## src/rtl/dacif_pkg.sv

```systemverilog
package dacif_pkg;
  typedef enum logic [3:0] {
    CMD_LOAD = 4'h0
  } cmd_e;

  function automatic logic cmd_is_load(input logic [3:0] c);
    return c == CMD_LOAD;
  endfunction
endpackage

```

## src/rtl/dacif_sync.sv

```systemverilog
module dacif_sync #(
  parameter int W = 1,
  parameter int STAGES = 2,
  parameter logic [W-1:0] RST_VAL = '0
) (
  input  logic         clk,
  input  logic         rst,
  input  logic [W-1:0] d_in,
  output logic [W-1:0] d_out
);
  logic [W-1:0] chain [STAGES];

  always_ff @(posedge clk) begin
    if (rst) chain[0] <= RST_VAL;
    else     chain[0] <= d_in;
  end

  for (genvar i = 1; i < STAGES; i++) begin : g_stage
    always_ff @(posedge clk) begin
      if (rst) chain[i] <= RST_VAL;
      else     chain[i] <= chain[i-1];
    end
  end

  assign d_out = chain[STAGES-1];
endmodule

```

## src/rtl/dacif_shift.sv

```systemverilog
module dacif_shift #(
  parameter int WORD_W = 16,
  localparam int CNT_W = $clog2(WORD_W + 1)
) (
  input  logic              clk,
  input  logic              rst,
  input  logic              cs_act,
  input  logic              sclk_s,
  input  logic              sdi_s,
  output logic              word_vld,
  output logic [WORD_W-1:0] word,
  output logic [CNT_W-1:0]  cnt,
  output logic              locked
);
  localparam logic [CNT_W-1:0] LAST = CNT_W'(WORD_W - 1);

  logic              sclk_q;
  logic [WORD_W-1:0] shreg;
  logic [WORD_W-1:0] shnext;
  logic              fall;

  assign fall   = sclk_q & ~sclk_s;
  assign shnext = {shreg[WORD_W-2:0], sdi_s};

  always_ff @(posedge clk) begin
    if (rst) begin
      sclk_q   <= 1'b0;
      shreg    <= '0;
      word     <= '0;
      word_vld <= 1'b0;
      cnt      <= '0;
      locked   <= 1'b0;
    end else begin
      sclk_q   <= sclk_s;
      word_vld <= 1'b0;
      if (!cs_act) begin
        cnt    <= '0;
        locked <= 1'b0;
      end else if (fall && !locked) begin
        shreg <= shnext;
        if (cnt == LAST) begin
          word     <= shnext;
          word_vld <= 1'b1;
          locked   <= 1'b1;
          cnt      <= '0;
        end else begin
          cnt <= cnt + 1'b1;
        end
      end
    end
  end
endmodule

```

## src/rtl/dacif_load.sv

```systemverilog
module dacif_load
  import dacif_pkg::*;
#(
  parameter int CMD_W = 4,
  parameter int DATA_W = 12,
  localparam int WORD_W = CMD_W + DATA_W
) (
  input  logic              clk,
  input  logic              rst,
  input  logic              word_vld,
  input  logic [WORD_W-1:0] word,
  output logic              lat_vld,
  output logic [CMD_W-1:0]  lat_cmd,
  output logic [DATA_W-1:0] dac_code,
  output logic              dac_upd
);
  logic [WORD_W-1:0] in_lat;

  assign lat_cmd = in_lat[WORD_W-1 -: CMD_W];

  always_ff @(posedge clk) begin
    if (rst) begin
      in_lat   <= '0;
      lat_vld  <= 1'b0;
      dac_code <= '0;
      dac_upd  <= 1'b0;
    end else begin
      lat_vld <= word_vld;
      dac_upd <= 1'b0;
      if (word_vld) in_lat <= word;
      if (lat_vld && cmd_is_load(4'(lat_cmd))) begin
        dac_code <= in_lat[DATA_W-1:0];
        dac_upd  <= 1'b1;
      end
    end
  end
endmodule

```

## src/rtl/dacif_top.sv

```systemverilog
module dacif_top #(
  parameter int CMD_W = 4,
  parameter int DATA_W = 12,
  parameter int SYNC_STAGES = 2,
  localparam int WORD_W = CMD_W + DATA_W,
  localparam int CNT_W = $clog2(WORD_W + 1)
) (
  input  logic              clk,
  input  logic              rst,
  input  logic              cs_n,
  input  logic              sclk,
  input  logic              sdi,
  output logic [DATA_W-1:0] dac_code,
  output logic              dac_upd
);
  logic [2:0]        pins_s;
  logic              cs_act;
  logic              word_vld;
  logic [WORD_W-1:0] word;
  logic [CNT_W-1:0]  cnt;
  logic              locked;
  logic              lat_vld;
  logic [CMD_W-1:0]  lat_cmd;

  dacif_sync #(.W(3), .STAGES(SYNC_STAGES), .RST_VAL(3'b100)) u_sync (
    .clk(clk), .rst(rst), .d_in({cs_n, sclk, sdi}), .d_out(pins_s)
  );

  assign cs_act = ~pins_s[2];

  dacif_shift #(.WORD_W(WORD_W)) u_shift (
    .clk(clk), .rst(rst), .cs_act(cs_act), .sclk_s(pins_s[1]),
    .sdi_s(pins_s[0]), .word_vld(word_vld), .word(word),
    .cnt(cnt), .locked(locked)
  );

  dacif_load #(.CMD_W(CMD_W), .DATA_W(DATA_W)) u_load (
    .clk(clk), .rst(rst), .word_vld(word_vld), .word(word),
    .lat_vld(lat_vld), .lat_cmd(lat_cmd),
    .dac_code(dac_code), .dac_upd(dac_upd)
  );
endmodule

```

## config.mk

```make
export PLATFORM = sky130hd
export DESIGN_NAME = dacif_top
export DESIGN_NICKNAME = d
export VERILOG_FILES = /design/src/rtl/dacif_pkg.sv /design/src/rtl/dacif_sync.sv /design/src/rtl/dacif_shift.sv /design/src/rtl/dacif_load.sv /design/src/rtl/dacif_top.sv
export SDC_FILE = /design/constraint.sdc
export NUM_CORES = 1
export LEC_CHECK = 0
export BUFFER_PORTS_ARGS = -buffer_cell sky130_fd_sc_hd__buf_4
export CORE_MARGIN = 4
export CORE_UTILIZATION = 53
export CTS_CLUSTER_SIZE = 14
export DETAILED_ROUTE_END_ITERATION = 10
export PLACE_DENSITY = 0.73
export SYNTH_ARGS = -nofsm -noshare
export SYNTH_HDL_FRONTEND = slang
export SYNTH_HIERARCHICAL = 1
export SYNTH_SLANG_ARGS = --single-unit
export TNS_END_PERCENT = 1
```

## constraint.sdc

```tcl
create_clock -name clk -period 1.15 [get_ports clk]
set_input_delay 0.0575 -clock clk [delete_from_list [all_inputs] [get_ports clk]]
set_output_delay 0.0575 -clock clk [all_outputs]
set_load 0.005 [all_outputs]
```

After elaboration in Yosys (flattened, before gate mapping)
Memories as Yosys holds them, arrays and structs flattened.
Cells that the tools add are included.
{ "classes": {"addsub": 1, "eq_ne": 1, "muxes": 8, "bitwise": 6, "n_reduce_logical": 9} }
{ "ops": {"columns": ["operator", "count"], "rows": [
  ["3-bit two-way mux", 2],
  ["5-bit by 1-bit adder with 5-bit output, second input constant", 1],
  ["5-bit by 4-bit == test with 1-bit output, second input constant", 1],
  ["1-bit two-way mux", 5],
  ["5-bit two-way mux", 1],
  ["4-bit logical NOT", 1],
  ["2-bit AND reduction", 2],
  ["1-bit inverter", 3],
  ["3-bit AND reduction", 1],
  ["3-bit OR reduction", 1],
  ["1-bit logical AND", 2],
  ["1-bit bitwise OR", 2],
  ["2-bit OR reduction", 1],
  ["1-bit AND", 1],
  ["1-bit logical NOT", 1]
]} }
{ "totals": {"regBits": 69, "mem_bits_rw": 6, "inputBits": 5, "out_inout_bits": 13, "n_memories": 1} }
{ "memory_table": {"columns": ["memory", "words", "word_bits", "rd", "rd_clocked_by_memory_dff", "write_ports", "line", "source"], "rows": [
  ["u_sync.chain", 2, 3, 2, 0, 2, "dacif_sync.sv:11", "logic [W-1:0] chain [STAGES];"]
]} }

Depth between registers and ports, before layout
Gate-level depths: netlist of run 1.
{ "depth": {"ltp_word": 5, "depth_mapped": 6, "depth_no_buf": 4} }

Hierarchy
The synthesis of run 1 kept the hierarchy.
{ "modules_own_cells": {"columns": ["module", "instances", "cells_per_inst", "area_per_inst_um2", "seq_area_each_um2"], "rows": [
  ["dacif_shift", 1, 172, 1481.4, 780.7],
  ["dacif_load", 1, 114, 1206.2, 600.6],
  ["dacif_sync", 1, 12, 157.7, 120.1],
  ["dacif_top", 1, 1, 3.8, 0.0]
]} }

Worst setup path after synthesis of run 1
No wires, ideal clock.
{ "synth_timing": {"kind": "register to register", "from": "reg u_shift.cnt[0]", "to": "reg u_shift.locked", "setup_ns": 0.120, "t_arrival_ns": 1.133, "setup_slack_ns": -0.102, "stages_incl_launch_ff": 7, "synth_period_minus_slack_ns": 1.252, "path_cell_list": "dfxtp_1 ha_1 and4b_1 buf_4 buf_6 a21oi_1 nor2_1"} }
{ "synth_via": {"elab_chain_len": 2} }
{ "synth_lines": {"columns": ["item", "line", "source"], "rows": [
  ["from (decl)", "dacif_shift.sv:12", "output logic [CNT_W-1:0] cnt,"],
  ["from (signal assigned)", "dacif_shift.sv:47", "cnt <= cnt + 1'b1;"],
  ["5-bit by 4-bit == test with 1-bit output", "dacif_shift.sv:41", "if (cnt == LAST) begin"],
  ["2-bit AND reduction (no line)", null, null],
  ["to (signal assigned)", "dacif_shift.sv:32", "locked <= 1'b0;"],
  ["to (signal assigned)", "dacif_shift.sv:38", "locked <= 1'b0;"],
  ["to (signal assigned)", "dacif_shift.sv:44", "locked <= 1'b1;"],
  ["to (decl)", "dacif_shift.sv:13", "output logic locked"]
]} }
Every way passes these cells.
A chain may end at the register's enable or synchronous reset.

Worst setup path in the final report of run 1
{ "layout_timing": {"from": "reg u_load.in_lat[15]", "to": "reg u_load.dac_code[10]"} }
{ "layout_via": {"elab_chain_len": 2} }
{ "layout_lines": {"columns": ["item", "line", "source"], "rows": [
  ["from (decl)", "dacif_load.sv:17", "logic [WORD_W-1:0] in_lat;"],
  ["from (signal assigned)", "dacif_load.sv:30", "if (word_vld) in_lat <= word;"],
  ["4-bit logical NOT", "dacif_pkg.sv:7", "return c == CMD_LOAD;"],
  ["1-bit logical AND", "dacif_load.sv:31", "if (lat_vld && cmd_is_load(4'(lat_cmd))) begin"],
  ["to (signal assigned)", "dacif_load.sv:32", "dac_code <= in_lat[DATA_W-1:0];"],
  ["to (decl)", "dacif_load.sv:14", "output logic [DATA_W-1:0] dac_code,"]
]} }
Every way passes these cells.

==> implementation parameters, run 1 <==
Parameter                              Value

Floorplanning
  Count of pins on the block boundary    18
  Die Span X    80.9 µm
  Core Area    5140 µm²
  Number of rows created at floorplan    26
  Floorplan die area    6550 µm²
  Initial core utilization    54.8%
  Height of the die    80.9 µm

Route
  DRC violation total after the first TritonRoute iteration    116
  Wire length reported by the detailed router    4830 µm
  Total number of vias    1982
  DR WL/cell    12.2 µm
  Number of routed nets with antenna violations    0
  DRC errors left    0
  Post-DR vias/cell    5.01
  Number of detailed-route iterations in the first pass    4

Clock tree
  # clock sinks    75
  Skew-Pair Late Insertion Delay    0.34 ns
  CTS Root Buffer Type    sky130_fd_sc_hd__clkbuf_8
  Total setup buffers inserted after CTS    0
  Clock-pin slew on the worst setup and hold paths    0.07 ns
  TritonCTS clock tree    yes
  Number of levels in the clock H-tree    3
  Maximum buffer depth of the clock tree    2
  Number of buffers created by CTS    9

Timing
  Number of endpoints with negative hold slack in the final report    0
  Final critical-path setup slack    -0.0544 ns
  Final hold slack    0.145 ns
  Worst-margin pin slew    0.246 ns
  Fmax    0.830 GHz
  Final critical delay including setup and external delays    1.20 ns
  Final clock skew    0.00760 ns
  Setup repair after global routing missed its margin    yes
  Period utilisation layout    105%
  Number of max-slew violations in the final report    0
  Worst slew margin    83.6%
  Final setup violating endpoints    27
  Setup TNS    -0.679 ns

Placement
  Placer Congestion    0.775
  Port-buffer cells    17
  DP Wirelength    3030 µm

Power
  Highest ir drop seen on vdd    0.841 mV
  Pwr/cell area    1390 nW/µm²
  Leak    1.18 nW

Critical path
  Data required time of the worst path    1.42 ns
  CP bufs+invs    1
  Crit. End Element    flop
  Crit-path max cell delay    0.34 ns
  Critical path class    reg -> reg
  Largest fanout on the critical path    6
  Ordered cell list for the critical path    nor4_4 > and2_4 > clkbuf_16 > mux2i_1
  Kind of cell with the highest combined delay on the critical path    simple AND/OR/NAND/NOR gates
  Data arrival, critical path    1.47 ns
  Kind of launch point of the worst setup path    flop
  Cell with the largest stage delay on the worst path    sky130_fd_sc_hd__dfxtp_2

Finish
  # diodes    0
  Final-stage net count    327
  Area growth from synthesis to layout    23.7%
  Most common cell after layout, fill and taps aside    sky130_fd_sc_hd__dfxtp_1
  Share of post-route cells with drive strength above 1    23.9%
  Leading cell types in the layout, fill and taps excluded    69 x sky130_fd_sc_hd__dfxtp_1, 31 x sky130_fd_sc_hd__nand2_1, 28 x sky130_fd_sc_hd__mux2i_1, 27 x sky130_fd_sc_hd__nand2b_1, 27 x sky130_fd_sc_hd__a21oi_1

Global routing
  Gr ovfl total    0
  Largest net degree at the start of global routing    62
  Overall Global Routing Usage    16.3%
  Global-route wire length before repair    8360 µm
  Number of antenna violations at the first check in global routing    0
  Via count of the first global-routing pass    1890

Yosys
  Syn Std Cell Area    2820 µm²
  Yosys synthesis warning count    6
  Post-synthesis area per instance    9.56 µm²
  Net count of the mapped netlist    301
  Cells after Synth    295

Status
  Failing checks    setup timing
  Run status    complete, but fails checks

Min path
  Class of the tightest hold or removal check    in -> reg

Flow run
  Number of max-capacitance violations reported    0
power breakdown:
part | internal [mW] | switching (mW)
Clock | 1.24 | 0.901
Sequential | 2.61 | 0.00405
Combinational | 0.0512 | 0.0543
Total | 3.90 | 0.959
sequential cells by signal (all words and copies together), names as in the netlist:
| register | flops |
|---|---|
| u_shift/word | 16 |
| u_load/lat_vld | 1 |
| u_shift/shreg | 15 |
| u_sync/chain | 6 |
| u_load/dac_code | 12 |
| u_load/dac_upd | 1 |
| u_shift/word_vld | 1 |
| u_shift/sclk_q | 1 |
| u_load/in_lat | 16 |
| u_shift/cnt | 5 |
| u_shift/locked | 1 |
metal layers:
layer	track usage (%)	vias up	share of wire, %
met5	0	-	0
met4	7.09	0	1.1
met3	4.99	6	3.8
met2	26.0	29	46
met1	20.3	899	49
li1	-	1048	-
stage by stage:
step,instance area [µm²],setup WS [ns],utilization (%),std cells,power (mW)
2_1_floorplan,2830,-0.0337,-,295,2.73
3_3_place_gp,3120,-0.0438,60.6,376,2.76
3_5_place_dp,3120,-0.124,60.6,376,2.77
4_1_cts,3390,-0.0683,65.9,395,4.91
5_1_grt,3490,-0.137,67.8,396,5.03
6_report,3490,-0.0544,67.8,396,4.86
timing repair:
item                       CTS  global route
setup endpoints to repair   30            46
pin swaps                    3             5
hold endpoints to repair     3             0
gates cloned                 0             1
gates resized for setup     11            30
hold buffers                 3             0
cell type report:
cell class,count,area [µm²]
Clock inverter,3,43.8
Inverter,2,7.51
Tap cell,70,87.6
Sequential cell,75,1510
Timing Repair Buffer,37,398
Clock buffer,13,179
Fill cell,424,1650
Multi-Input combinational cell,196,1260
worst register-to-register path, stage by stage, from the launching register on:
cell and delay (ns):
sky130_fd_sc_hd__dfxtp_2 0.34, sky130_fd_sc_hd__nor4_4 0.27, sky130_fd_sc_hd__and2_4 0.21, sky130_fd_sc_hd__clkbuf_16 0.15
sky130_fd_sc_hd__mux2i_1 0.17
path summary, 6_finish.rpt:
| check | startpoint | endpoint | slack (ns) | depth (start not counted) |
|---|---|---|---|---|
| worst max-delay path | u_load/in_lat[15] | u_load/dac_code[10] | -0.05 | 4 |
| worst min-delay path | rst | u_shift/shreg[1] | 0.15 | 3 |
| worst min register to register | u_sync/chain[0][2] | u_sync/chain[1][2] | 0.41 | 1 |
| worst max register to register | u_load/in_lat[15] | u_load/dac_code[10] | -0.05 | 4 |
(Power assumes the default switching activity.)
==> run 2: changes to the inputs <==
SYNTH_HIERARCHICAL = default   (was 1)
==> implementation parameters, run 2 <==
Parameter                              Value

Power
  Leak    1.27 nW
  Highest ir drop seen on vdd    1.24 mV
  Pwr/cell area    1390 nW/µm²

Yosys
  Most frequent cells after synthesis    75 x sky130_fd_sc_hd__dfxtp_1, 56 x sky130_fd_sc_hd__nand2b_1, 44 x sky130_fd_sc_hd__mux2i_1, 36 x sky130_fd_sc_hd__nand2_1, 17 x sky130_fd_sc_hd__nor2_1
  Number of enable-type register cells in the synthesized netlist    0
  Post-synth cell types    29
  Largest area contributor in the netlist    sky130_fd_sc_hd__dfxtp_1
  Syn Std Cell Area    2910 µm²
  Async set-reset flop share out of synthesis    0%
  Area share of the largest cell type after synthesis    51.6%
  Portion of the post-synthesis area used by sequential elements    51.6%
  Post-synthesis area per instance    9.90 µm²
  Number of storage elements in the synthesis netlist    75
  Yosys synthesis warning count    0
  Cells after Synth    294
  Most common flop cell mapped by yosys    sky130_fd_sc_hd__dfxtp_1
  Net count of the mapped netlist    300
  Area contributors post-synth    sky130_fd_sc_hd__dfxtp_1 52%, sky130_fd_sc_hd__mux2i_1 15%, sky130_fd_sc_hd__nand2b_1 12%
  Most common cell in the synthesized netlist    sky130_fd_sc_hd__dfxtp_1

Critical path
  Critical path class    reg -> reg
  Reg-to-reg setup timing slack    -0.30 ns
  R2R cell count    4
  Largest fanout on the critical path    8
  Data required time of the worst path    1.43 ns
  Critical R2R Launch    u_sync.chain[1][1]
  Crit. End Element    flop
  Terminus of the critical flop-to-flop path    u_shift.word[7]
  Kind of launch point of the worst setup path    flop
  Data arrival, critical path    1.73 ns

Finish
  Most common cell after layout, fill and taps aside    sky130_fd_sc_hd__dfxtp_1
  Final-stage net count    334
  Leading registers by flop count    u_load.in_lat (16), u_shift.word (16), u_shift.shreg (15)
  # diodes    0
  Leading cell types in the layout, fill and taps excluded    70 x sky130_fd_sc_hd__dfxtp_1, 56 x sky130_fd_sc_hd__nand2b_1, 44 x sky130_fd_sc_hd__mux2i_1, 35 x sky130_fd_sc_hd__nand2_1, 34 x sky130_fd_sc_hd__buf_4
  Final Instance Count excl. Fillers    403
  Share of post-route cells with drive strength above 1    21.0%
  Area growth from synthesis to layout    23.7%

Route
  Post-DR vias/cell    4.93
  Wire length reported by the detailed router    4850 µm
  Number of routed nets with antenna violations    0
  Total number of vias    1985
  Number of detailed-route iterations in the first pass    4
  DRC errors left    0
  DRC violation total after the first TritonRoute iteration    98
  DR WL/cell    12.0 µm

Global routing
  Number of antenna violations at the first check in global routing    0
  Global-route wire length before repair    8220 µm
  Gr ovfl total    0
  Largest net degree at the start of global routing    38
  Via count of the first global-routing pass    1906
  Overall Global Routing Usage    15.9%

Timing
  Final clock skew    0.00751 ns
  Number of endpoints with negative hold slack in the final report    0
  Fmax    0.688 GHz
  Worst-margin pin slew    0.294 ns
  Setup repair after global routing missed its margin    yes
  Final setup violating endpoints    39
  Setup TNS    -8.13 ns
  Number of max-slew violations in the final report    0
  Worst slew margin    80.3%
  Period utilisation layout    126%
  Final critical delay including setup and external delays    1.45 ns
  Final critical-path setup slack    -0.304 ns

Clock tree
  Skew-Pair Late Insertion Delay    0.34 ns
  # clock sinks    75
  CTS Root Buffer Type    sky130_fd_sc_hd__clkbuf_8
  Clock-pin slew on the worst setup and hold paths    0.08 ns
  TritonCTS clock tree    yes
  Maximum buffer depth of the clock tree    2
  Number of buffers created by CTS    9
  Number of levels in the clock H-tree    3
  Total setup buffers inserted after CTS    0

Min path
  Number of cells on the worst hold path    2
  Worst Min Path Start    rst
  Class of the tightest hold or removal check    in -> reg
  Hold Crit Endpoint    u_shift.shreg[12]

Floorplanning
  Number of rows created at floorplan    26
  Floorplan die area    6740 µm²
  Height of the die    82.1 µm
  Initial core utilization    55.9%
  Core Area    5200 µm²
  Count of pins on the block boundary    18
  Die Span X    82.1 µm

Status
  Failing checks    setup timing
  Run status    complete, but fails checks

Placement
  Port-buffer cells    17
  DP Wirelength    3180 µm
  Placer Congestion    0.722
  Total placed cells including tap cells    383

Flow run
  Number of max-capacitance violations reported    0
-- run 2: worst max-delay path by stage --
stage / to / startpoint
after floorplan: u_shift.word[10] / u_sync.chain[1][1]
after global placement: u_shift.word[15] / u_sync.chain[1][1]
after detailed placement: u_shift.word[3] / u_sync.chain[1][1]
after CTS: u_shift.word[3] / u_sync.chain[1][1]
after global routing: u_shift.word[8] / u_sync.chain[1][1]
final: u_shift.word[7] / u_sync.chain[1][1]
-- run 2: area by class of cell --
class / instances / area (µm²)
Clock buffer: 12 / 155
Clock inverter: 4 / 72.6
Fill cell: 398 / 1610
Multi-Input combinational cell: 200 / 1390
Sequential cell: 75 / 1510
Tap cell: 70 / 87.6
Timing Repair Buffer: 42 / 390
-- run 2: per-stage QoR --
stage	hold WS [ns]	util, %	area (µm²)	total power, mW	setup slack [ns]
6_report	0.0297	69.2	3600	5.00	-0.304
5_1_grt	0.0166	69.2	3600	5.18	-0.356
4_1_cts	0.00539	67.9	3530	5.05	-0.319
3_5_place_dp	0.244	62.2	3240	2.79	-0.372
3_3_place_gp	0.240	62.2	3240	2.79	-0.325
2_1_floorplan	0.155	-	2910	2.75	-0.386
-- run 2: power by group --
| part | switching (mW) | internal, mW |
|---|---|---|
| Combinational | 0.0625 | 0.0708 |
| Clock | 0.919 | 1.34 |
| Sequential | 0.00375 | 2.61 |
| Total | 0.985 | 4.01 |
-- run 2: logic make-up (layout without fill, tap and decap cells) --
group / Yosys count / in the layout / synth area share (%)
xor+xnor: 1 / 1 / 0.301
simple gates: 134 / 134 / 25.3
mux: 44 / 44 / 15.1
fa+ha+maj: 1 / 1 / 0.430
flops: 75 / 75 / 51.6
buf+inv: 19 / 58 / 3.35
compound gates: 20 / 20 / 3.87
-- run 2: critical path, cell delays in order (launching register included) --
cell                        delay [ns]
sky130_fd_sc_hd__dfxtp_2          0.32
sky130_fd_sc_hd__or4b_4           0.57
sky130_fd_sc_hd__nor2_8           0.14
sky130_fd_sc_hd__clkbuf_16        0.18
sky130_fd_sc_hd__mux2i_1          0.18
-- run 2: metal layers --
layer / routed length, µm / global-route usage, % / part of all wire (%)
met4: 90 / 7.48 / 1.9
met2: 2130 / 24.3 / 44
met1: 2420 / 20.4 / 50
met3: 212 / 4.88 / 4.4
met5: 0 / 0 / 0
-- run 2: what timing repair did --
action,4_1_cts,5_1_grt
pin swaps,4,2
hold buffers,3,0
hold endpoints to repair,3,0
endpoints found under the setup margin,50,51
gates resized for setup,8,9
gates cloned,0,1
==> run 3: changes to the inputs <==
BUFFER_PORTS_ARGS = default   (was -buffer_cell sky130_fd_sc_hd__buf_4)
CORE_UTILIZATION = 56   (was 53)
DONT_BUFFER_PORTS = 1   (was default)
==> implementation parameters, run 3 (same netlist as run 2, synthesis figures left out) <==
Parameter                              Value

Status
  Run status    complete, but fails checks
  Failing checks    hold timing, setup timing

Route
  DRC violation total after the first TritonRoute iteration    121
  DR WL/cell    12.3 µm
  DRC errors left    0
  Total number of vias    2029
  Wire length reported by the detailed router    4980 µm
  Number of detailed-route iterations in the first pass    4
  Post-DR vias/cell    5.02
  Number of routed nets with antenna violations    0

Critical path
  Terminus of the critical flop-to-flop path    u_shift.word[15]
  Reg-to-reg setup timing slack    -0.29 ns
  Crit-path max cell delay    0.57 ns
  Critical R2R Launch    u_sync.chain[1][1]
  Critical path class    reg -> reg
  Largest fanout on the critical path    7
  Kind of launch point of the worst setup path    flop
  Data required time of the worst path    1.40 ns
  Cell with the largest stage delay on the worst path    sky130_fd_sc_hd__or4b_4
  Data arrival, critical path    1.70 ns
  Ordered cell list for the critical path    or4b_4 > nor2_8 > buf_12 > mux2i_2
  Kind of cell with the highest combined delay on the critical path    simple AND/OR/NAND/NOR gates
  CP bufs+invs    1
  Crit. End Element    flop
  R2R cell count    4

Global routing
  Gr ovfl total    0
  Global-route wire length before repair    8780 µm
  Largest net degree at the start of global routing    102
  Met2 capacity usage during global routing    28.8%
  GRT met1 Usage    20.6%
  Via count of the first global-routing pass    2043
  Overall Global Routing Usage    17.4%
  GR peak layer    met2
  Global Route met3 Usage    4.26%
  Number of antenna violations at the first check in global routing    0

Clock tree
  Clock-pin slew on the worst setup and hold paths    0.07 ns
  Maximum buffer depth of the clock tree    2
  TritonCTS clock tree    yes
  CTS Root Buffer Type    sky130_fd_sc_hd__clkbuf_8
  # clock sinks    75
  Post-cts hold buffer count    24
  Skew-Pair Late Insertion Delay    0.33 ns
  Number of buffers created by CTS    9
  Number of levels in the clock H-tree    3

Placement
  Total placed cells including tap cells    362
  Placer Congestion    0.758
  DP Wirelength    2890 µm
  Port-buffer cells    0

Finish
  Leading cell types in the layout, fill and taps excluded    71 x sky130_fd_sc_hd__dfxtp_1, 56 x sky130_fd_sc_hd__nand2b_1, 43 x sky130_fd_sc_hd__mux2i_1, 36 x sky130_fd_sc_hd__nand2_1, 24 x sky130_fd_sc_hd__dlygate4sd3_1
  Fill count    365
  Final-stage net count    338
  # diodes    0
  Final Instance Count excl. Fillers    404
  Leading registers by flop count    u_load.in_lat (16), u_shift.word (16), u_shift.shreg (15)
  Area growth from synthesis to layout    23.1%
  Share of post-route cells with drive strength above 1    14.5%
  Most common cell after layout, fill and taps aside    sky130_fd_sc_hd__dfxtp_1

Timing
  Final setup violating endpoints    47
  Number of endpoints with negative hold slack in the final report    66
  Setup repair after global routing missed its margin    yes
  Final critical-path setup slack    -0.293 ns
  Period utilisation layout    125%
  Number of max-slew violations in the final report    0
  Fmax    0.693 GHz
  Worst slew margin    85.5%
  Final critical delay including setup and external delays    1.44 ns
  Setup TNS    -7.74 ns
  Final hold slack    -0.212 ns
  Final clock skew    0.00453 ns
  Worst-margin pin slew    0.215 ns

Power
  Pwr/cell area    1210 nW/µm²
  Highest ir drop seen on vdd    0.820 mV
  Leak    1.19 nW

Floorplanning
  Core Area    4880 µm²
  Number of rows created at floorplan    25
  Height of the die    80.1 µm
  Initial core utilization    59.6%
  Die Span X    80.1 µm
  Floorplan die area    6410 µm²
  Count of pins on the block boundary    18

Min path
  Worst Min Path Start    rst
  Number of cells on the worst hold path    1
  Hold Crit Endpoint    u_load.dac_upd
  Class of the tightest hold or removal check    in -> reg

Flow run
  Number of max-capacitance violations reported    0
==> run 3: what timing repair did <==
item,4_1_cts,5_1_grt
hold endpoints to repair,73,66
gates resized for setup,9,7
pin swaps,3,1
gates cloned,0,1
endpoints found under the setup margin,51,51
buffers inserted,0,1
==> run 3: worst register-to-register path, delay by kind of cell (launching register included) <==
family        cells  cell delay (ns)
buf+inv           1             0.14
flops             1             0.32
mux               1             0.20
simple gates      2             0.71
==> run 3: routing by layer <==
layer / share of wire [%] / vias to the layer above / routed length, µm
met5: 0 / - / 0
met1: 47 / 937 / 2360
met3: 3.7 / 12 / 183
met2: 47 / 32 / 2320
li1: - / 1048 / -
met4: 2.4 / 0 / 121
==> run 3: how the worst max path moves through the flow <==
| stage | depth (start not counted) | from | endpoint |
|---|---|---|---|
| after CTS | 4 | u_sync.chain[1][1] | u_shift.word[15] |
| final | 4 | u_sync.chain[1][1] | u_shift.word[15] |
| after detailed placement | 4 | u_sync.chain[1][1] | u_shift.word[15] |
| after global placement | 4 | u_sync.chain[1][1] | u_shift.word[14] |
| after global routing | 4 | u_sync.chain[1][1] | u_shift.word[15] |
| after floorplan | 5 | u_sync.chain[1][1] | u_shift.word[10] |
==> run 3: metrics by stage <==
stage	worst slack (ns)	hold WS [ns]	power, mW	util (%)	cell area, µm²
after floorplan	-0.386	0.155	2.75	-	2910
after global placement	-0.325	0.136	2.73	63.2	3090
after detailed placement	-0.363	0.135	2.73	63.2	3090
after CTS	-0.300	-0.223	4.37	72.2	3520
after global routing	-0.356	-0.224	4.51	73.4	3580
final	-0.293	-0.212	4.33	73.4	3580
==> run 3: where the power goes <==
group | switching [mW] | internal [mW]
Combinational | 0.0172 | 0.0582
Clock | 0.871 | 0.777
Sequential | 0.00368 | 2.61
Total | 0.892 | 3.44
==> run 3: area by class of cell <==
type / count / area, µm² / area share, %
Sequential cell: 75 / 1510 / 42.0
Clock inverter: 3 / 15.0 / 0.419
Multi-Input combinational cell: 200 / 1380 / 38.4
Clock buffer: 13 / 139 / 3.88
Tap cell: 67 / 83.8 / 2.34
Timing Repair Buffer: 46 / 464 / 13.0
